### src/rtl/dma_cycle_seq.sv
module dma_cycle_seq #(
  parameter int AW  = 32,
  parameter int CW  = 16,
  parameter int AMW = 6
) (
  input  logic           clk,
  input  logic           rst_n,
  input  logic           start,
  input  logic [AW-1:0]  start_addr,
  input  logic [CW-1:0]  byte_count,
  input  logic [1:0]     space_sel,
  input  logic [2:0]     width_sel,
  input  logic [AMW-1:0] am_code,
  input  logic           cyc_ack,
  output logic           cyc_req,
  output logic [AW-1:0]  cyc_addr,
  output logic [3:0]     cyc_size,
  output logic [AMW-1:0] cyc_am,
  output logic           cyc_blt,
  output logic           cyc_bstart,
  output logic           busy,
  output logic           done
);

  typedef enum logic [1:0] {S_IDLE, S_CYC, S_GAP} st_t;

  localparam logic [AW-1:0] BOUND_SHORT = AW'(255);
  localparam logic [AW-1:0] BOUND_LONG  = AW'(2047);

  function automatic logic [3:0] width_bytes(input logic [2:0] m);
    case (m)
      3'd1, 3'd3: width_bytes = 4'd4;
      3'd4:       width_bytes = 4'd8;
      default:    width_bytes = 4'd2;
    endcase
  endfunction

  function automatic logic [AW-1:0] space_mask(input logic [1:0] s);
    case (s)
      2'd0:    space_mask = AW'(32'h0000_FFFF);
      2'd1:    space_mask = AW'(32'h00FF_FFFF);
      default: space_mask = '1;
    endcase
  endfunction

  st_t            st;
  logic [AW-1:0]  addr_q;
  logic [CW-1:0]  rem_q;
  logic [2:0]     mode_q;
  logic [1:0]     space_q;
  logic [AMW-1:0] am_q;
  logic           cont_q;
  logic           done_q;
  logic [3:0]     size;

  wire [3:0]    fw       = width_bytes(mode_q);
  wire          blt_mode = (mode_q == 3'd2) || (mode_q == 3'd3) || (mode_q == 3'd4);
  wire [AW-1:0] amask    = space_mask(space_q);
  wire [AW-1:0] bmask    = (mode_q == 3'd4) ? BOUND_LONG : BOUND_SHORT;
  wire          aligned  = (addr_q & AW'(fw - 4'd1)) == '0;

  always_comb begin
    if (addr_q[0] || rem_q == CW'(1))        size = 4'd1;
    else if (aligned && rem_q >= CW'(fw))    size = fw;
    else                                     size = 4'd2;
  end

  wire          beat_blt = blt_mode && (size == fw);
  wire [AW-1:0] nxt_addr = (addr_q + AW'(size)) & amask;
  wire [CW-1:0] nxt_rem  = rem_q - CW'(size);
  wire          stay     = beat_blt && (nxt_rem >= CW'(fw)) && ((nxt_addr & bmask) != '0);

  assign cyc_req    = (st == S_CYC);
  assign cyc_addr   = addr_q;
  assign cyc_size   = size;
  assign cyc_am     = am_q;
  assign cyc_blt    = cyc_req && beat_blt;
  assign cyc_bstart = cyc_req && beat_blt && !cont_q;
  assign busy       = (st != S_IDLE);
  assign done       = done_q;

  always_ff @(posedge clk or negedge rst_n) begin
    if (!rst_n) begin
      st      <= S_IDLE;
      addr_q  <= '0;
      rem_q   <= '0;
      mode_q  <= '0;
      space_q <= '0;
      am_q    <= '0;
      cont_q  <= 1'b0;
      done_q  <= 1'b0;
    end else begin
      done_q <= 1'b0;
      case (st)
        S_IDLE: if (start) begin
          addr_q  <= start_addr & space_mask(space_sel);
          rem_q   <= byte_count;
          mode_q  <= width_sel;
          space_q <= space_sel;
          am_q    <= am_code;
          cont_q  <= 1'b0;
          if (byte_count == '0) done_q <= 1'b1;
          else                  st     <= S_CYC;
        end
        S_CYC: if (cyc_ack) begin
          addr_q <= nxt_addr;
          rem_q  <= nxt_rem;
          cont_q <= stay;
          if (nxt_rem == '0) begin
            st     <= S_IDLE;
            done_q <= 1'b1;
          end else if (!stay) begin
            st <= S_GAP;
          end
        end
        S_GAP:   st <= S_CYC;
        default: st <= S_IDLE;
      endcase
    end
  end

  assert_boundary_break_R9: assert property (@(posedge clk) disable iff (!rst_n)
    (cyc_req && cyc_ack && cyc_blt && nxt_rem != '0 && (nxt_addr & bmask) == '0) |=> !cyc_req);

  assert_single_gap_R10: assert property (@(posedge clk) disable iff (!rst_n)
    (cyc_req && cyc_ack && !cyc_blt && nxt_rem != '0) |=> !cyc_req);

  assert_size_aligned_R4: assert property (@(posedge clk) disable iff (!rst_n)
    cyc_req |-> ((cyc_addr & AW'(cyc_size - 4'd1)) == '0));

  assert_size_fits_R6: assert property (@(posedge clk) disable iff (!rst_n)
    cyc_req |-> (CW'(cyc_size) <= rem_q));

  assert_addr_in_space_R2: assert property (@(posedge clk) disable iff (!rst_n)
    cyc_req |-> ((cyc_addr & ~amask) == '0));

  assert_am_steady_R7: assert property (@(posedge clk) disable iff (!rst_n)
    (cyc_req && $past(cyc_req)) |-> $stable(cyc_am));

  assert_done_quiet_R11: assert property (@(posedge clk) disable iff (!rst_n)
    done |-> !cyc_req);

  assert_bstart_blt_R8: assert property (@(posedge clk) disable iff (!rst_n)
    cyc_bstart |-> (cyc_blt && cyc_req));

endmodule

### config.mk
export PLATFORM = sky130hd
export DESIGN_NAME = dma_cycle_seq
export DESIGN_NICKNAME = d
export VERILOG_FILES = /design/src/rtl/dma_cycle_seq.sv
export SDC_FILE = /design/constraint.sdc
export NUM_CORES = 1
export LEC_CHECK = 0
export ABC_AREA = 1
export ABC_CLOCK_PERIOD_IN_PS = 4300
export BUFFER_PORTS_ARGS = -buffer_cell sky130_fd_sc_hd__buf_2
export CAP_MARGIN = 20
export CORE_ASPECT_RATIO = 1.2
export CORE_UTILIZATION = 30
export DETAILED_ROUTE_END_ITERATION = 16
export PLACE_DENSITY_LB_ADDON = 0.08
export SETUP_SLACK_MARGIN = 0.05
export SKIP_CTS_REPAIR_TIMING = 1
export SYNTH_ARGS = -nofsm -noshare
export SYNTH_HDL_FRONTEND = slang
export SYNTH_SLANG_ARGS = --single-unit
### constraint.sdc
create_clock -name clk -period 4.3 [get_ports clk]
set_clock_uncertainty 0.1 [all_clocks]
set_input_delay 0.215 -clock clk [delete_from_list [all_inputs] [get_ports clk]]
set_output_delay 0.215 -clock clk [all_outputs]
set_load 0.005 [all_outputs]
# Word level (Yosys, flattened, before mapping)
# Index checks and enable logic that the tools add are counted.
totals:
  input_bits: 63
  word_cells: 82
  out_inout_bits: 47
  register_bits: 63
classes:
  n_lt_le_gt_ge: 2
  eq_ne: 14
  n_bitwise: 4
  n_reduce_logical: 23
  muxes: 28
  n_addsub: 3
ops:
  columns: ["cell", "count"]
  rows:
  - ["32-bit case mux with 2 select lines", 3]
  - ["32-bit two-way mux", 4]
  - ["32-bit bitwise AND", 3]
  - ["32-bit by 4-bit adder with 32-bit output", 1]
  - ["32-bit by 11-bit bitwise AND with 32-bit output", 1]
  - ["16-bit by 4-bit greater-or-equal comparator with 1-bit output", 2]
  - ["16-bit logical NOT", 2]
  - ["32-bit logical NOT", 1]
  - ["16-bit two-way mux", 2]
  - ["16-bit case mux with 2 select lines", 1]
  - ["32-bit nonzero test", 1]
  - ["16-bit by 1-bit equality test with 1-bit output (second input constant)", 1]
  - ["16-bit by 4-bit subtractor with 16-bit output", 1]
  - ["11-bit two-way mux", 1]
  - ["2-bit two-way mux", 5]
  - ["4-bit two-way mux", 2]
  - ["4-bit case mux with 2 select lines", 1]
  - ["2-bit by 1-bit equality test with 1-bit output (second input constant)", 3]
  - ["3-bit by 2-bit equality test with 1-bit output (second input constant)", 2]
  - ["1-bit logical AND", 6]
  - ["2-bit logical NOT", 3]
  - ["1-bit two-way mux", 6]
  - ["2-bit != test (second input constant)", 3]
  - ["2-bit case mux with 3 select lines", 1]
  - ["14 further kinds", 18]

# Longest topological paths before layout
logic_depth:
  word_depth: 18
  depth_mapped: 28

# Worst setup path after synthesis
# No wires, ideal clock.
synth_path:
  kind: "reg2reg"
  from: "register mode_q[1]"
  to: "register st[0]"
  path_stages_with_launch: 29
  arrival_time_ns: 3.456
  setup_time_ns: 0.116
  synth_period_minus_slack_ns: 3.672
  path_slack_ns: 0.628
  required_time_ns: 4.084
  path_cell_list: "dfrtp_1 nor2_1 nand2_1 nand2_1 inv_1 ha_1 nand2_1 a21boi_0 o21ai_0 nand3_1 nand2_1 nor3_1 inv_1 ha_1 inv_1 nand2_1 nand3_1 buf_2 inv_1 nor2_1 ha_1 o21ai_0 nand2_1 nor2_1 nand3_1 nand3_1 nand2_1 nand2_1 nand2_1"
synth_via:
  elab_chain_len: 16
  word_cells_on_any_way: 32
synth_rtl:
  columns: ["element", "line", "text"]
  rows:
  - ["from (decl)", "49", "logic [2:0] mode_q;"]
  - ["from (signal assigned)", "98", "mode_q <= width_sel;"]
  - ["3-bit by 2-bit equality test with 1-bit output / 3-bit by 1-bit equality test with 1-bit output (equally long branches)", "31", "case (m)"]
  - ["2-bit OR reduction", "31", null]
  - ["4-bit case mux with 2 select lines *", "31", null]
  - ["4-bit by 1-bit subtractor with 5-bit output", "60", "wire aligned = (addr_q & AW'(fw - 4'd1)) == '0;"]
  - ["32-bit bitwise AND", "60", null]
  - ["32-bit logical NOT", "60", null]
  - ["1-bit logical AND", "64", "else if (aligned && rem_q >= CW'(fw)) size = fw;"]
  - ["4-bit two-way mux *", "64", null]
  - ["4-bit two-way mux *", "63", "if (addr_q[0] || rem_q == CW'(1)) size = 4'd1;"]
  - ["named net cyc_size[2]", "17", "output logic [3:0] cyc_size,"]
  - ["branches (longest 7 deep; another with 16-bit by 4-bit subtractor with 16-bit output)", null, null]
  - ["to (signal assigned)", "84", "st <= S_IDLE;"]
  - ["to (signal assigned)", "103", "else st <= S_CYC;"]
  - ["to (signal assigned)", "110", "st <= S_IDLE;"]
  - ["to (decl)", "46", "st_t st;"]
# Mark *: on every way through the listed nets, which the timed path passes. The select of a mux whose other input is x is not followed.
# A chain may end at the register's enable or synchronous reset.

# Final worst setup path
layout_path:
  from: "register mode_q[0]"
  to: "register st[0]"
layout_via:
  elab_chain_len: 16
  word_cells_on_any_way: 32
layout_rtl:
  columns: ["element"]
  rows:
  - ["branches (longest 16 deep; another with 16-bit by 4-bit subtractor with 16-bit output)"]
# Several ways; the timed one is not identified. The select of a mux whose other input is x is not followed.

==> metrics.cfg <==
[outcome]
status = finished clean

[critical_path]
critPathSlowestCell = dfrtp_1
reg2reg_slack_ns = 0.46
reg2reg_from = mode_q[0]$_DFFE_PN0P_
crit_path_max_incr_delay_ns = 0.41
reg2reg_to = st[0]$_DFFE_PN0P_
rr_worst_depth = 27
critPathMostFrequentCell = nand2_1
cp.required_ns = 4.44
crit_path_max_fanout = 4
arrival_ns = 3.98
start_kind = flop
crit_type = flop to flop
end_kind = flop

[route]
wl_per_cell_um = 15.2
first_pass_iters = 5
ant_nets = 0
via_per_inst = 4.89
route.detailed.drc = 0
drtIter0Drc = 205
routed_wl_mm = 15.7
vias = 5067

[cells_and_area]
final_nets = 906
fillers = 1713
final_area_um2 = 5960
instances_no_fill = 1037
multi_input_area_um2 = 2800
drive_gt1_frac = 0.209
final_cell_mix = 196 x nand2_1, 109 x buf_2, 91 x nor2_1
syn2layout_area_growth_pct = 26.0
mostFrequentLayoutCell = nand2_1
fin_util = 0.392
area.sequential_um2 = 1580
antennaDiodeCount = 0

[sta]
slew_headroom = 0.504
rsz0062_at_grt = false
postLayoutSetupSlackWorst_ns = 0.457
max_freq_ghz = 0.260
finalHoldViolCount = 0
period_share = 0.894
tightest_slew_ns = 0.743
min_period_ns = 3.84
final-setup-viol-count = 0
tns_ns = 0
slew_violations = 0

[clocking]
clockBufferDepth = 2
clk_pin_slew_ns = 0.06
cts_tree = done
h-tree-depth = 3
root_buffer = clkbuf_16
cts_sinks = 63
cts_buffers = 9
clock_latency_ns = 0.35

[flow_run]
cap_violations = 0

[place]
gp_congestion = 0.887
place_area_um2 = 5480
portBuffers = 109
post-place-ws_ns = 0.165
place_inst = 1009
hpwl_mm = 11.9

[global_route]
grt_max_degree = 53
gr-usage-all-layers = 0.201
grt_pass1_wl_mm = 25.0
antenna_found_initial = 0
grt_pass1_vias = 4892
grt_overflow = 0

[synth]
yosysUniqueCellTypes = 35
syn_avg_cell_area_um2 = 6.64
ys_top_cells_by_area = dfrtp_1 33%, nand2_1 16%, nor2_1 7.2%, nand3_1 7.0%, inv_1 6.3%
synth_seq_cells = 63
ys_seq_area_frac = 0.333
postSynthNetCount = 789
synth_top_cell_area_share = 0.333
syn-instance-count = 712
syn_area_um2 = 4730
yosysWarnings = 0
synth_top_area_cell = dfrtp_1

[floorplan]
die_area_um2 = 16300
chipWidth_um = 117
pin_count = 110
start_util = 0.311
die_y_um = 140
rows = 49
coreArea_um2 = 15200

[hold_path]
min_path_type = input pin to flop
hold_path_depth = 3
min-delay-start = space_sel[1]
hold_end = space_q[1]$_DFFE_PN0P_

[power_and_ir_drop]
p_leak_nw = 3.05
power_density_nw_per_um2 = 776
peakVddDrop_uv = 250

## cells by family after synthesis
kind of cell             after synthesis  synth area share
AO/OA/AOI/OAI                        101             0.123
flip-flops                            63             0.333
buffers and inverters                104            0.0847
adder cells (fa/ha/maj)               14            0.0386
XOR/XNOR                              12            0.0222
AND/OR/NAND/NOR                      418             0.398
## layout make-up
class | count | area share
well taps | 204 | 0.0428
inverters | 83 | 0.0523
clock buffers | 12 | 0.0431
flip-flops and latches | 63 | 0.265
multi-input cells | 545 | 0.470
clock inverters | 3 | 0.00714
repair buffers | 127 | 0.120
## cell usage after synthesis
cell type / number
a211oi_1: 2
a21boi_0: 2
a21oi_1: 12
a31o_2: 1
a31oi_1: 22
buf_2: 8
clkbuf_1: 13
dfrtp_1: 63
fa_1: 1
ha_1: 13
inv_1: 80
inv_2: 3
nand2_1: 200
nand2_2: 5
nand2_4: 5
nand3_1: 66
nand3_2: 1
nand3b_1: 1
nand4_1: 16
nand4_2: 2
nor2_1: 91
nor2_2: 5
nor2_4: 7
nor2_8: 1
nor3_1: 10
nor4_1: 5
o211ai_1: 6
o21ai_0: 38
o21ai_1: 7
o21bai_1: 1
o221ai_1: 2
o22ai_1: 8
or2_2: 3
xnor2_1: 3
xor2_1: 9
## worst max path at each step
stage                          startpoint                 to  depth (start not counted)
floorplan           mode_q[1]$_DFFE_PN0P_  st[0]$_DFFE_PN0P_                         28
global placement    mode_q[1]$_DFFE_PN0P_  st[0]$_DFFE_PN0P_                         24
detailed placement  mode_q[1]$_DFFE_PN0P_  st[0]$_DFFE_PN0P_                         24
CTS                 mode_q[1]$_DFFE_PN0P_  st[0]$_DFFE_PN0P_                         24
global route        mode_q[0]$_DFFE_PN0P_  st[0]$_DFFE_PN0P_                         27
finish              mode_q[0]$_DFFE_PN0P_  st[0]$_DFFE_PN0P_                         27
## layer usage
layer,track usage,wire [um],vias up
met3,0.0366,697,15
met1,0.235,6590,2358
met5,0,0,-
li1,-,-,2577
met4,0.0793,261,0
met2,0.356,8180,117
## sequential cells by signal, indices dropped and copies added, names as in the netlist
name and count:
cyc_am 6, rem_q 16, done 1, st 2, mode_q 3, cont_q 1
cyc_addr 32, space_q 2
## power by group
group          leakage (nW)  switching, mW  internal, mW
Combinational          2.14           1.64         0.955
Clock                 0.145          0.288         0.477
Sequential            0.757          0.369         0.892
## critical path, delay by kind of cell, from the launching register on
kind                     cells  cell delay (ns)
buffers and inverters        4             0.30
AO/OA/AOI/OAI                3             0.30
adder cells (fa/ha/maj)      3             0.90
flip-flops                   1             0.41
AND/OR/NAND/NOR             17             1.70
## stage by stage
step	power [mW]	hold WS, ns
floorplan	2.94	-0.181
global placement	3.74	0.317
detailed placement	3.78	0.325
CTS	4.57	-0.0366
global route	5.11	0.0359
finish	4.62	0.00304
(Power assumes the default switching activity.)
